<file path="src/rtl/pco_pkg.sv">
package pco_pkg;

  // Next interval count: restart wins, otherwise advance on tick up to the limit.
  function automatic int unsigned pco_step(input int unsigned cur,
                                           input logic        adv,
                                           input logic        restart,
                                           input int unsigned lim);
    if (restart)
      return 0;
    else if (adv && (cur < lim))
      return cur + 1;
    else
      return cur;
  endfunction

endpackage

</file>
<file path="src/rtl/pco_interval.sv">
module pco_interval #(
  parameter int unsigned PERIOD = 16,
  localparam int unsigned CNT_W = $clog2(PERIOD + 1)
) (
  input  logic clk,
  input  logic rst_n,
  input  logic tick_i,
  input  logic restart_i,
  output logic elapsed_o
);
  import pco_pkg::*;

  localparam logic [CNT_W-1:0] LIMIT = CNT_W'(PERIOD);

  logic [CNT_W-1:0] cnt_q;
  logic [CNT_W-1:0] cnt_d;

  always_comb
    cnt_d = CNT_W'(pco_step(int'(cnt_q), tick_i, restart_i, PERIOD));

  always_ff @(posedge clk) begin
    if (!rst_n) cnt_q <= '0;
    else        cnt_q <= cnt_d;
  end

  assign elapsed_o = (cnt_q == LIMIT);


  cnt_saturate_chk: assert property (@(posedge clk) disable iff (!rst_n)
    cnt_q <= LIMIT);


  cnt_hold_chk: assert property (@(posedge clk) disable iff (!rst_n)
    (elapsed_o && !restart_i) |=> elapsed_o);

endmodule

</file>
<file path="src/rtl/pco_ready_ctl.sv">
module pco_ready_ctl (
  input  logic clk,
  input  logic rst_n,
  input  logic elapsed_i,
  input  logic wr_en_i,
  input  logic rd_en_i,
  output logic accept_o,
  output logic ready_o,
  output logic irq_set_o,
  output logic irq_clr_o
);
  logic ready_q;
  logic become_ready;

  assign accept_o     = wr_en_i && ready_q;
  assign become_ready = !ready_q && elapsed_i;

  always_ff @(posedge clk) begin
    if (!rst_n) begin
      ready_q   <= 1'b0;
      irq_set_o <= 1'b0;
      irq_clr_o <= 1'b0;
    end else begin
      irq_set_o <= become_ready;
      irq_clr_o <= accept_o || rd_en_i;
      if (accept_o)          ready_q <= 1'b0;
      else if (become_ready) ready_q <= 1'b1;
    end
  end

  assign ready_o = ready_q;


  set_on_rise_chk: assert property (@(posedge clk) disable iff (!rst_n)
    $rose(ready_o) |-> irq_set_o);


  set_single_chk: assert property (@(posedge clk) disable iff (!rst_n)
    irq_set_o |=> !irq_set_o);


  read_keeps_ready_chk: assert property (@(posedge clk) disable iff (!rst_n)
    (rd_en_i && ready_o && !wr_en_i) |=> (ready_o && irq_clr_o));


  accept_drops_ready_chk: assert property (@(posedge clk) disable iff (!rst_n)
    (wr_en_i && ready_o) |=> (!ready_o && irq_clr_o));

endmodule

</file>
<file path="src/rtl/pco_emit.sv">
module pco_emit #(
  parameter int unsigned DATA_W = 16,
  parameter int unsigned CHAR_W = 8
) (
  input  logic              clk,
  input  logic              rst_n,
  input  logic              accept_i,
  input  logic [DATA_W-1:0] data_i,
  output logic              vld_o,
  output logic [CHAR_W-1:0] char_o
);
  always_ff @(posedge clk) begin
    if (!rst_n) begin
      vld_o  <= 1'b0;
      char_o <= '0;
    end else begin
      vld_o <= accept_i;
      if (accept_i) char_o <= data_i[CHAR_W-1:0];
    end
  end


  vld_pulse_chk: assert property (@(posedge clk) disable iff (!rst_n)
    vld_o |=> !vld_o);

endmodule

</file>
<file path="src/rtl/pco_port.sv">
module pco_port #(
  parameter int unsigned PERIOD = 16,
  parameter int unsigned DATA_W = 16,
  parameter int unsigned CHAR_W = 8
) (
  input  logic              clk,
  input  logic              rst_n,
  input  logic              tick_i,
  input  logic              wr_en_i,
  input  logic [DATA_W-1:0] wr_data_i,
  input  logic              rd_en_i,
  output logic              char_vld_o,
  output logic [CHAR_W-1:0] char_o,
  output logic              ready_o,
  output logic              irq_set_o,
  output logic              irq_clr_o
);
  logic accept_w;
  logic elapsed_w;

  pco_interval #(.PERIOD(PERIOD)) u_interval (
    .clk       (clk),
    .rst_n     (rst_n),
    .tick_i    (tick_i),
    .restart_i (accept_w),
    .elapsed_o (elapsed_w)
  );

  pco_ready_ctl u_ctl (
    .clk       (clk),
    .rst_n     (rst_n),
    .elapsed_i (elapsed_w),
    .wr_en_i   (wr_en_i),
    .rd_en_i   (rd_en_i),
    .accept_o  (accept_w),
    .ready_o   (ready_o),
    .irq_set_o (irq_set_o),
    .irq_clr_o (irq_clr_o)
  );

  pco_emit #(.DATA_W(DATA_W), .CHAR_W(CHAR_W)) u_emit (
    .clk      (clk),
    .rst_n    (rst_n),
    .accept_i (accept_w),
    .data_i   (wr_data_i),
    .vld_o    (char_vld_o),
    .char_o   (char_o)
  );


  drop_write_chk: assert property (@(posedge clk) disable iff (!rst_n)
    (wr_en_i && !ready_o) |=> !char_vld_o);


  reset_quiet_chk: assert property (@(posedge clk)
    !rst_n |=> (!ready_o && !char_vld_o && !irq_set_o && !irq_clr_o));

endmodule

</file>
<file path="config.mk">
export PLATFORM = sky130hd
export DESIGN_NAME = pco_port
export DESIGN_NICKNAME = d
export VERILOG_FILES = /design/src/rtl/pco_pkg.sv /design/src/rtl/pco_interval.sv /design/src/rtl/pco_ready_ctl.sv /design/src/rtl/pco_emit.sv /design/src/rtl/pco_port.sv
export SDC_FILE = /design/constraint.sdc
export NUM_CORES = 1
export LEC_CHECK = 0
export ABC_AREA = 1
export BUFFER_PORTS_ARGS = -buffer_cell sky130_fd_sc_hd__buf_2
export CAP_MARGIN = 20
export CORE_UTILIZATION = 35
export DETAILED_ROUTE_END_ITERATION = 10
export PLACE_DENSITY_LB_ADDON = 0.15
export REMOVE_ABC_BUFFERS = 1
export SETUP_SLACK_MARGIN = 0.2
export SLEW_MARGIN = 25
export SYNTH_ARGS = -nofsm -noshare
export SYNTH_HDL_FRONTEND = slang
export SYNTH_SLANG_ARGS = --single-unit
</file>
<file path="constraint.sdc">
create_clock -name clk -period 1 [get_ports clk]
set_clock_uncertainty 0.1 [all_clocks]
set_input_delay 0.1 -clock clk [delete_from_list [all_inputs] [get_ports clk]]
set_output_delay 0.1 -clock clk [all_outputs]
set_load 0.05 [all_outputs]
</file>
* Yosys cells after proc, flatten, opt, wreduce, memory -nomap -nowiden
Index checks and enable logic that the tools add are counted.
W data, S select, Z words.
** Storage, ports and cells
- Input bits :: 21
- Word-level logic and storage cells :: 16
- Register bits after elaboration :: 17
** Cells by class
- Bitwise logic cells :: 1
- Magnitude comparators :: 1
- Eq/ne operators :: 1
- Reductions and logical operators :: 6
- $add $sub $neg :: 1
** Operator list (count)
- $add A5 B1 Y5 const B :: 1
- $eq A5 B5 Y1 const B :: 1
- $lt A5 B5 Y1 const B :: 1
- $logic_and A1 B1 Y1 :: 3
- $reduce_or A2 Y1 :: 1
- $logic_not A1 Y1 :: 1
- $logic_or A1 B1 Y1 :: 1
- $not A1 Y1 :: 1

* Logic depth before layout (Yosys ltp)
Gate-level depths: netlist (run 1).
- Depth in word-level cells :: 2
- Depth in mapped cells :: 6
- Gate-level depth less buffers :: 6

* Modules after synthesis
A second synthesis (run 1) with hierarchy kept.
** Unflattened totals
- Cells, all modules :: 104
- Area total of the unflattened synthesis :: 750.7 µm²
** Modules (own cells, without submodules)
- pco_emit :: area an instance 375.4 µm², cells an instance 54, times used 1
- pco_interval :: area an instance 266.5 µm², cells an instance 36, times used 1
- pco_ready_ctl :: area an instance 108.9 µm², cells an instance 14, times used 1

* Worst setup path before layout (run 1)
No wires, ideal clock.
- Kind :: reg2reg
- From :: reg u_ctl.ready_q (netlist: u_ctl.ready_o)
- To :: reg u_emit.char_o[0]
- Cell stages (with the launch flop) :: 7
- Buffers on the path :: 1
- Library setup time :: 0.113 ns
- Arrival time :: 1.113 ns
- Slack :: -0.326 ns
- Period minus slack after synthesis :: 1.326 ns
- Required time :: 0.787 ns
- Path through :: dfxtp_1 -> nand2_1 -> inv_2 -> nor2_4 -> buf_6 -> nand2_1 -> nand2_1
** Between the ends
- Longest elaborated chain between the ends :: 1
** Ends and longest elaborated chain
- start: declaration :: line pco_ready_ctl.sv:12 : logic ready_q;
- start signal: assignment :: line pco_ready_ctl.sv:20 : ready_q <= 1'b0;
- start signal: assignment :: line pco_ready_ctl.sv:26 : if (accept_o) ready_q <= 1'b0;
- start signal: assignment :: line pco_ready_ctl.sv:27 : else if (become_ready) ready_q <= 1'b1;
- $logic_and A1 B1 Y1 :: line pco_ready_ctl.sv:15 : assign accept_o = wr_en_i && ready_q;
- end signal: assignment :: line pco_emit.sv:18 : if (accept_i) char_o <= data_i[CHAR_W-1:0];
- end: declaration :: line pco_emit.sv:10 : output logic [CHAR_W-1:0] char_o
Every way passes these cells.
A chain may end at the register's enable or synchronous reset.

* Final worst setup path (run 1)
- From :: reg u_ctl.ready_q (netlist: u_ctl.ready_o)
- To :: out ready_o
** RTL lines
- end: declaration :: line pco_port.sv:14 : output logic ready_o,
No word-level cell between the ends.

==> impl_results.md, run 1 <==
- Dpl ws: -0.0592 ns
- Synth unique cells: 16
- Critical path's top delay family: flip-flops
- Grt ovf: 0
- Layout cells sized above 1: 59.5%
- FF/Latch Area: 368 um2
- First-pass GRT wire length: 2610 um
- Maximum vdd ir drop: 0.722 mV
- Static leakage: 0.000581 uW
- Hold_ws: -0.0134 ns
- Root Driver: clkbuf_4
- Final Hold Viols: 1
- Share of the synthesized area in the top cell type: 51.8%
- Total power: 1220 uW
- Detailed-placement wirelength estimate: 882 um
- Vias in the first global route: 620
- Cell count after synthesis: 85
- Row count: 15
- Vias post-DR: 690
- Synth-to-Final Area Change: 87.2%
- WP buf/inv: 2
- Routed Antenna Nets: 0
- Final instance area: 1230 um2
- Sequential fraction of the synthesis area: 51.8%
- Synth Cell Area: 657 um2
- Worst r2r src: u_ctl.ready_o
- Wire length per cell: 10.9 um
- Critical path origin: u_ctl.ready_o
- Die W: 45.3 um
- N_diodes: 0
- Final setup fails: 13
- CP max stage delay: 0.33 ns
- Setup CP Type: reg2out
- Pwr dens: 994 nW/um2
- Max-Cap Viols: 0
- Cell breakdown of the critical path: buf_6 > buf_8
- Gr usage total: 17.9%
- CP endpoint kind: output pin
- Fin nets: 155
- Synthesis Warnings: 0
- Placed inst area: 812 um2
- H-tree depth: 1
- Data required, critical path: 0.80 ns
- Fmax achieved: 938 MHz
- I/O pin cnt: 33
- Failing checks: hold timing, setup timing
- Largest net degree at the start of global routing: 10
- Flops & latches, synth: 17
- Die Height: 45.3 um
- Rel. slew slack: 86.2%
- Clock transition at path regs: 0.10 ns
- RSZ-0062 raised after global routing: true
- Status: finished, violations left
- DRT iter0 DRCs: 2
- IO Port Bufs: 24
- Avg Synthesized Cell Area: 7.73 um2
- Layout Cells excl Fill: 156
- Clk sink count: 17
- Area occupied by multi-input gates: 338 um2
- Minimum clock period: 1.07 ns
- Crit-path slowest cell: dfxtp_2
- CTS Buffer Depth: 2
- Slew Viols, Final: 0
- Starting Density: 37.6%
- Slew at the pin with the worst max-slew slack: 0.206 ns
- Type of origin of the critical path: register
- Fill count: 145
- Placed Cells: 135
- DRT Pass-1 Iters: 3
- HP Class: in2reg
- DR vias/cell: 4.42
- Initial antenna violation count: 0
- Ranking of synthesized cells by area: dfxtp_1, nand2_1, inv_1, ha_1, nor2_4
- WP data arrival: 0.87 ns
- Final cycle utilization of the critical path: 107%
- DRT Wirelength: 1700 um
- Crit-path max FO: 2
- CTS buffer count: 3
- CTS tree: built
- Residual DRC: 0
- HP Start: rst_n
- Die ar.: 2050 um2
- Setup WS post-layout: -0.0661 ns
- Core Box Area: 1750 um2
- Post-cts hold buffer count: 9
- Worst-Skew Late Latency: 0.28 ns
- Largest area contributor in the netlist: dfxtp_1
- RePlAce Congestion: 0.682
-- kinds of logic (layout without fill, tap and decap cells) --
logic type	after synthesis	in the layout	synth area share, %
and+or+nand+nor	49	49	32.0
adders and majority gates	2	2	3.81
AOI/OAI and AO/OA	5	5	4.19
DFF	17	17	51.8
buffers and inverters	12	58	8.19
-- metal layers --
metal	global-route usage (%)	up-vias	routed length (um)	part of all wire (%)
met5	0	-	0	0
met4	7.27	0	30	1.8
met3	4.00	4	56	3.3
met2	31.0	18	906	53
met1	21.3	315	704	41
li1	-	353	-	-
-- worst register-to-register path, cell delays in order, from the launching register on --
cell and delay, ns:
dfxtp_2 0.33, nand2_1 0.06, inv_2 0.06, nor2_4 0.16
buf_6 0.16, nand2_1 0.06, nand2_1 0.06
-- per-stage QoR --
stage / utilization, % / hold WS [ns] / TNS (ns)
final: 70.5 / -0.0134 / -0.435
after CTS: 68.2 / -0.0315 / -0.470
after global routing: 70.5 / -0.0121 / -1.44
after detailed placement: 46.5 / 0.196 / -0.0918
after floorplan: - / 0.103 / -3.91
after global placement: 46.5 / 0.187 / -0.0509
-- where the power goes --
| group | total (uW) | internal (uW) | switching [uW] | leakage [uW] |
|---|---|---|---|---|
| registers | 698 | 684 | 14.4 | 0.000146 |
| clock network | 361 | 155 | 206 | 0.0000150 |
| logic | 163 | 89.7 | 73.7 | 0.000420 |
| total | 1220 | 928 | 294 | 0.000581 |
-- cell usage after synthesis, drive strengths merged --
cell type and instances:
o21bai 1, inv 10, nor3 1, nor2 8, nand2 36, nand3 4
buf 1, dfxtp 17, a21oi 3, clkinv 1, ha 2, o21ai 1
-- layout make-up --
class | count | area share, %
timing repair buffer | 42 | 33.6
sequential | 17 | 29.9
multi-input combinational | 56 | 27.5
inverter | 11 | 3.66
tap | 25 | 2.54
clock buffer | 4 | 2.14
timing repair inverter | 1 | 0.712
-- final timing paths --
| path | end | slack [ns] | cells past startpoint |
|---|---|---|---|
| max | ready_o | -0.07 | 2 |
| min reg2reg | u_emit.char_o[7] | 0.37 | 2 |
| min | u_ctl.irq_clr_o | -0.01 | 3 |
| max reg2reg | u_emit.char_o[1] | -0.05 | 6 |
-- repair_timing --
item	CTS	global route
cloned	1	0
pin swaps	7	10
setup endpoints to repair	28	29
hold endpoints to repair	10	2
gates resized for setup	75	8
buffers inserted	4	3
-- flip-flops by register name, indices dropped and copies added, names as in the netlist --
register          cells
u_ctl.irq_clr_o       1
u_ctl.irq_set_o       1
u_ctl.ready_o         1
u_emit.char_o         8
u_emit.vld_o          1
u_interval.cnt_q      5
-- cell usage in the layout, fill, tap and decap left out, drive strengths merged --
master       count
dfxtp           17
nor2             8
clkinv           2
clkbuf           4
inv             10
nand3            4
nand2           36
o21ai            1
dlygate4sd3      9
nor3             1
ha               2
buf             33
a21oi            3
o21bai           1
(Power assumes the default switching activity.)
==> run 2: changes to the inputs <==
--- a/config.mk
+++ b/config.mk
@@ -10,7 +10,7 @@
 export CAP_MARGIN = 20
 export CORE_UTILIZATION = 35
 export DETAILED_ROUTE_END_ITERATION = 10
-export PLACE_DENSITY_LB_ADDON = 0.15
+export PLACE_DENSITY = 0.7
 export REMOVE_ABC_BUFFERS = 1
 export SETUP_SLACK_MARGIN = 0.2
 export SLEW_MARGIN = 25
==> run 2 against run 1 <==
The flow finishes with violations (setup timing). Count of clock-buffer cells in the layout fell by 1. Cell count fell by 0.64%. Routed wire length rose by 28%. Total power barely moved. Cell area rose by 2.2%. Register-to-register slack got worse by 0.07 ns. Critical path type is now reg2reg. Largest power group unchanged.
==> impl_results.md, run 2 (synthesis gave the netlist of run 1 again) <==
- Status: finished, violations left (unchanged)
- Failing checks: setup timing (was hold timing, setup timing)
- RSZ-0062 raised after global routing: true (unchanged)
- Setup CP Type: reg2reg (was reg2out)
- Fin nets: 154 (was 155)
- Die ar.: 2050 um2 (unchanged)
- DRT Wirelength: 2160 um (was 1700 um)
- Total power: 1220 uW (about the same)
- First-pass GRT wire length: 3080 um (was 2610 um)
- Minimum clock period: 1.12 ns (was 1.07 ns)
- CTS Buffer Depth: 2 (unchanged)
- DR vias/cell: 4.46 (was 4.42)
- Slew at the pin with the worst max-slew slack: 0.214 ns (was 0.206 ns)
- Routed Antenna Nets: 0 (unchanged)
- Final instance area: 1260 um2 (was 1230 um2)
- Final Hold Viols: 0 (was 1)
- Vias post-DR: 691 (was 690)
- Max-Cap Viols: 0 (unchanged)
- Slew Viols, Final: 0 (unchanged)
- Clock transition at path regs: 0.10 ns (about the same)
- Root Driver: clkbuf_4 (unchanged)
- Most common cell after layout, fill and taps aside: nand2_1 (unchanged)
- Starting Density: 37.6% (unchanged)
- Largest Register: u_emit.char_o (unchanged)
- Placed inst area: 812 um2 (unchanged)
- CP endpoint kind: register (was output pin)
- DRT iter0 DRCs: 18 (was 2)
- CTS tree: built (unchanged)
- Crit-path max FO: 6 (was 2)
- CTS buffer count: 3 (unchanged)
- Max reg flops: 8 (unchanged)
- Fmax achieved: 897 MHz (was 938 MHz)
- Die W: 45.3 um (unchanged)
- I/O pin cnt: 33 (unchanged)
- Wire length per cell: 14.0 um (was 10.9 um)
- Rel. slew slack: 85.7% (was 86.2%)
- Core Box Area: 1750 um2 (unchanged)
- Initial antenna violation count: 0 (unchanged)
- IO Port Bufs: 24 (unchanged)
- Final cycle utilization of the critical path: 112% (was 107%)
- HP Class: in2reg (unchanged)
- Maximum vdd ir drop: 0.910 mV (was 0.722 mV)
- Area occupied by multi-input gates: 358 um2 (was 338 um2)
- Row count: 15 (unchanged)
- Layout cells sized above 1: 60.8% (was 59.5%)
- Pwr dens: 972 nW/um2 (was 994 nW/um2)
- Accumulated negative setup slack: -0.900 ns (was -0.435 ns)
- Largest net degree at the start of global routing: 11 (was 10)
- Fill count: 108 (was 145)
- Worst-Skew Late Latency: 0.28 ns (about the same)
- N_diodes: 0 (unchanged)
- Placed Cells: 135 (unchanged)
- Clk sink count: 17 (unchanged)
- Vias in the first global route: 723 (was 620)
- Top flop regs: u_emit.char_o x8, u_interval.cnt_q x5 (unchanged)
- Setup WS post-layout: -0.115 ns (was -0.0661 ns)
- Static leakage: 0.000613 uW (was 0.000581 uW)
- Synth-to-Final Area Change: 91.4% (was 87.2%)
- Commonest non-fill, non-tap cells in the layout: nand2_1, buf_2, buf_8, dfxtp_2, dlygate4sd3_1 (was nand2_1, dfxtp_2, buf_2, buf_8, dlygate4sd3_1)
- Detailed-placement wirelength estimate: 868 um (was 882 um)
- Type of origin of the critical path: register (unchanged)
- Grt ovf: 0 (unchanged)
- Dpl ws: -0.0661 ns (was -0.0592 ns)
- Die Height: 45.3 um (unchanged)
- H-tree depth: 1 (unchanged)
- Final setup fails: 15 (was 13)
- FF/Latch Area: 370 um2 (was 368 um2)
- WP data arrival: 1.24 ns (was 0.87 ns)
- Residual DRC: 0 (unchanged)
- Data required, critical path: 1.12 ns (was 0.80 ns)
- DRT Pass-1 Iters: 4 (was 3)
- RePlAce Congestion: 0.694 (was 0.682)
- Layout Cells excl Fill: 155 (was 156)
- Gr usage total: 21.1% (was 17.9%)
[run 2: power breakdown]
part	total, uW	switching [uW]	leakage (uW)	internal (uW)
clock network	364	216	0.0000177	148
logic	158	78.2	0.000449	79.5
registers	700	18.6	0.000146	682
total	1220	313	0.000613	909
[run 2: metal layers]
layer / global-route usage (%) / part of all wire (%) / up-vias
li1: - / - / 349
met1: 21.4 / 38 / 310
met2: 40.6 / 56 / 28
met3: 3.60 / 4.9 / 4
met4: 10.9 / 0.97 / 0
met5: 0 / 0 / -
[run 2: critical path, stage by stage (launching register included)]
cell	delay [ns]
dfxtp_4	0.37
nand2_4	0.07
inv_4	0.05
nor2_4	0.17
buf_6	0.15
nand2_1	0.06
nand2_1	0.08
[run 2: layout make-up]
type | instances | share of cell area [%]
sequential | 17 | 29.5
inverter | 11 | 3.78
tap | 25 | 2.49
timing repair inverter | 1 | 1.29
timing repair buffer | 41 | 32.3
clock buffer | 3 | 1.79
multi-input combinational | 56 | 28.5
clock inverter | 1 | 0.398
[run 2: what timing repair did]
action | 4_1_cts | 5_1_grt
setup endpoints to repair | 29 | 29
setup buffers | 1 | 5
gates cloned | 1 | 0
gates resized for setup | 72 | 18
hold endpoints to repair | 10 | 0
pin swaps | 8 | 8
hold buffers | 9 | 0
[run 2: through the flow]
stage / hold slack, ns / utilization, %
finish: 0.0334 / 72.0
CTS: -0.0368 / 66.1
detailed placement: 0.192 / 46.5
global placement: 0.187 / 46.5
floorplan: 0.103 / -
global route: 0.0305 / 72.0
[run 2: worst paths after layout]
kind                                       start               end  slack, ns  cells after the start
worst max-delay path               u_ctl.ready_o  u_emit.char_o[1]      -0.12                      6
worst min-delay path                       rst_n   u_ctl.irq_set_o       0.03                      3
worst max register to register     u_ctl.ready_o  u_emit.char_o[1]      -0.12                      6
worst min register to register  u_emit.char_o[4]  u_emit.char_o[4]       0.37                      2
==> run 3: changes to the inputs <==
--- a/config.mk
+++ b/config.mk
@@ -10,10 +10,12 @@
 export CAP_MARGIN = 20
 export CORE_UTILIZATION = 35
 export DETAILED_ROUTE_END_ITERATION = 10
-export PLACE_DENSITY = 0.7
+export GPL_ROUTABILITY_DRIVEN = 0
+export PLACE_DENSITY = 0.68
 export REMOVE_ABC_BUFFERS = 1
 export SETUP_SLACK_MARGIN = 0.2
 export SLEW_MARGIN = 25
 export SYNTH_ARGS = -nofsm -noshare
 export SYNTH_HDL_FRONTEND = slang
+export SYNTH_HIERARCHICAL = 1
 export SYNTH_SLANG_ARGS = --single-unit
==> run 3 against run 2 <==
The run ends with hold timing, setup timing left. Cell area up 6.6%. First-iteration DRC count down 33%. Die area up 14%. Register-to-register slack about the same. Via count up 9.6%. Worst hold slack worse by 0.047 ns. Sequential cell count unchanged. Critical endpoint is now u_ctl/irq_set_o.
==> impl_results.md, run 3 <==
- Ys flop type: dfxtp_1 (unchanged)
- Setup WS post-layout: -0.125 ns (was -0.115 ns)
- Accumulated negative setup slack: -1.29 ns (was -0.900 ns)
- Fill count: 155 (was 108)
- Die ar.: 2330 um2 (was 2050 um2)
- Layout Cells excl Fill: 176 (was 155)
- Flops & latches, synth: 17 (unchanged)
- Cell breakdown of the critical path: inv_4 > ha_4 > nand2_4 > nor3_4 > nand2_1 > nor2_1 (was nand2_4 > inv_4 > nor2_4 > buf_6 > nand2_1 > nand2_1)
- Largest area contributor in the netlist: dfxtp_1 (unchanged)
- FFs w/ async S/R, synth: 0% (unchanged)
- Metal2 WL: 1140 um (was 1200 um)
- Clock transition at path regs: 0.10 ns (about the same)
- CTS Buffer Depth: 2 (unchanged)
- I/O pin cnt: 33 (unchanged)
- Initial antenna violation count: 0 (unchanged)
- Share of the synthesized area in the top cell type: 45.3% (was 51.8%)
- Fmax achieved: 889 MHz (was 897 MHz)
- Detailed-placement wirelength estimate: 991 um (was 868 um)
- Synth unique cells: 19 (was 16)
- Fin nets: 173 (was 154)
- Starting Density: 37.9% (was 37.6%)
- Type of origin of the critical path: register (unchanged)
- Row count: 16 (was 15)
- Gr usage total: 16.1% (was 21.1%)
- Wire length per cell: 11.3 um (was 14.0 um)
- Core Box Area: 1980 um2 (was 1750 um2)
- DRT iter0 DRCs: 12 (was 18)
- Post-layout util: 67.6% (was 72.0%)
- Data required, critical path: 1.13 ns (was 1.12 ns)
- Root Driver: clkbuf_4 (unchanged)
- IO Port Bufs: 24 (unchanged)
- CTS tree: built (unchanged)
- Synth Cell Area: 751 um2 (was 657 um2)
- Pwr dens: 953 nW/um2 (was 972 nW/um2)
- First-pass GRT wire length: 2880 um (was 3080 um)
- Hold_ws: -0.0140 ns (was 0.0334 ns)
- DR vias/cell: 4.30 (was 4.46)
- CTS buffer count: 3 (unchanged)
- Vias in the first global route: 685 (was 723)
- Maximum vdd ir drop: 0.998 mV (was 0.910 mV)
- Area occupied by multi-input gates: 413 um2 (was 358 um2)
- Routed Antenna Nets: 0 (unchanged)
- Failing checks: hold timing, setup timing (was setup timing)
- DRT Pass-1 Iters: 4 (unchanged)
- Avg Synthesized Cell Area: 7.22 um2 (was 7.73 um2)
- Slew Viols, Final: 0 (unchanged)
- Top flop regs: u_emit/char_o x8, u_interval/cnt_q x5 (was u_emit.char_o x8, u_interval.cnt_q x5)
- Synthesis Warnings: 6 (was 0)
- H-tree depth: 1 (unchanged)
- Worst-Skew Late Latency: 0.30 ns (was 0.28 ns)
- Static leakage: 0.000640 uW (was 0.000613 uW)
- Placed Cells: 159 (was 135)
- Largest net degree at the start of global routing: 12 (was 11)
- Crit-path slowest cell: dfxtp_4 (unchanged)
- Die Height: 48.3 um (was 45.3 um)
- CP max stage delay: 0.36 ns (was 0.37 ns)
- Rel. slew slack: 84.9% (was 85.7%)
- Final setup fails: 22 (was 15)
- DRT Wirelength: 1990 um (was 2160 um)
- N_diodes: 0 (unchanged)
- Max reg flops: 8 (unchanged)
- Post-synth top cells: nand2_1, nor2_1, inv_1 (was nand2_1, dfxtp_1, inv_1)
- Met1 Routed Length: 787 um (was 833 um)
- RSZ-0062 raised after global routing: true (unchanged)
- Final cycle utilization of the critical path: 113% (was 112%)
- Crit-path max FO: 2 (was 6)
- Most common cell after layout, fill and taps aside: nor2_1 (was nand2_1)
- Synth-to-Final Area Change: 78.5% (was 91.4%)
- Grt ovf: 0 (unchanged)
- Clk sink count: 17 (unchanged)
- Slew at the pin with the worst max-slew slack: 0.227 ns (was 0.214 ns)
- HP Class: in2reg (unchanged)
- Max-Cap Viols: 0 (unchanged)
- Setup CP Type: reg2reg (unchanged)
- Top Metal Used: met4 (unchanged)
- CP endpoint kind: register (unchanged)
- Minimum clock period: 1.13 ns (was 1.12 ns)
- Layout cells sized above 1: 62.4% (was 60.8%)
- Residual DRC: 0 (unchanged)
- Cell count after synthesis: 104 (was 85)
- Sequential fraction of the synthesis area: 45.3% (was 51.8%)
- Final Hold Viols: 2 (was 0)
- Vias post-DR: 757 (was 691)
- Status: finished, violations left (unchanged)
- WP data arrival: 1.25 ns (was 1.24 ns)
- Metal3 WL: 43 um (was 106 um)
- Ranking of synthesized cells by area: dfxtp_1, nand2_1, nor2_1, inv_1, ha_1 (was dfxtp_1, nand2_1, inv_1, ha_1, nor2_4)
- Cell with the most instances after synthesis: nand2_1 (unchanged)
- Largest Register: u_emit/char_o (was u_emit.char_o)
- Commonest non-fill, non-tap cells in the layout: nor2_1, nand2_1, inv_1 (was nand2_1, buf_2, buf_8, dfxtp_2, dlygate4sd3_1)
- EDFF count, synth: 0 (unchanged)
- Die W: 48.3 um (was 45.3 um)
- FF/Latch Area: 363 um2 (was 370 um2)
## run 3: cell count changes after synthesis, moves of 2 or more
| cell | previous run | this run |
|---|---|---|
| nor2_1 | 5 | 20 |
| inv_1 | 8 | 19 |
| nand2_1 | 35 | 24 |
| nand2_2 | 1 | 4 |
| nand3_1 | 4 | 1 |
| nor2_2 | 1 | 3 |
## run 3: metal layers
layer | up-vias | track usage [%]
li1 | 390 | -
met1 | 348 | 18.3
met2 | 16 | 29.3
met3 | 3 | 2.83
met4 | 0 | 7.35
met5 | - | 0
## run 3: where the power goes
part	internal, uW	switching [uW]
Sequential	687	12.8
Combinational	100	94.3
Clock	156	227
## run 3: timing repair
item,4_1_cts,5_1_grt
pin swaps,26,12
setup buffers,4,7
hold endpoints to repair,7,0
resized for setup,80,14
cloned,1,0
setup endpoints to repair,29,29
hold buffers,1,0
## run 3: path summary, 6_finish.rpt
| path | cells past startpoint | slack, ns | endpoint | startpoint |
|---|---|---|---|---|
| max | 6 | -0.13 | u_ctl/irq_set_o | u_interval/cnt_q[1] |
| min | 5 | -0.01 | u_emit/char_o[7] | wr_data_i[7] |
| max reg2reg | 6 | -0.13 | u_ctl/irq_set_o | u_interval/cnt_q[1] |
| min reg2reg | 2 | 0.39 | u_emit/char_o[4] | u_emit/char_o[4] |
## run 3: layout make-up
cell class / count / share of cell area (%)
Clock buffer: 4 / 1.96
Inverter: 20 / 6.35
Multi-Input combinational cell: 64 / 30.8
Sequential cell: 17 / 27.1
Tap cell: 27 / 2.52
Timing Repair Buffer: 44 / 31.3
## run 3: logic make-up after synthesis
family                   after synthesis  share of synthesized area, %
flip-flops                            17                          45.3
AND/OR/NAND/NOR                       56                          32.7
adder cells (fa/ha/maj)                2                          3.33
AO/OA/AOI/OAI                          6                          5.00
buffers and inverters                 23                          13.7
## run 3: critical path: cells and delay by family, from the launching register on
family | cells | cell delay [ns]
buf+inv | 1 | 0.06
fa+ha+maj | 1 | 0.14
simple gates | 4 | 0.39
flops | 1 | 0.36
## run 3: metrics by stage
step / power (uW) / worst slack (ns) / instance area (um2) / hold slack (ns)
after floorplan: 768 / -0.584 / 723 / 0.0976
after global placement: 818 / -0.0805 / 930 / 0.254
after detailed placement: 822 / -0.126 / 930 / 0.257
after CTS: 1240 / -0.0845 / 1240 / -0.0241
after global routing: 1340 / -0.233 / 1340 / 0.0122
final: 1280 / -0.125 / 1340 / -0.0140
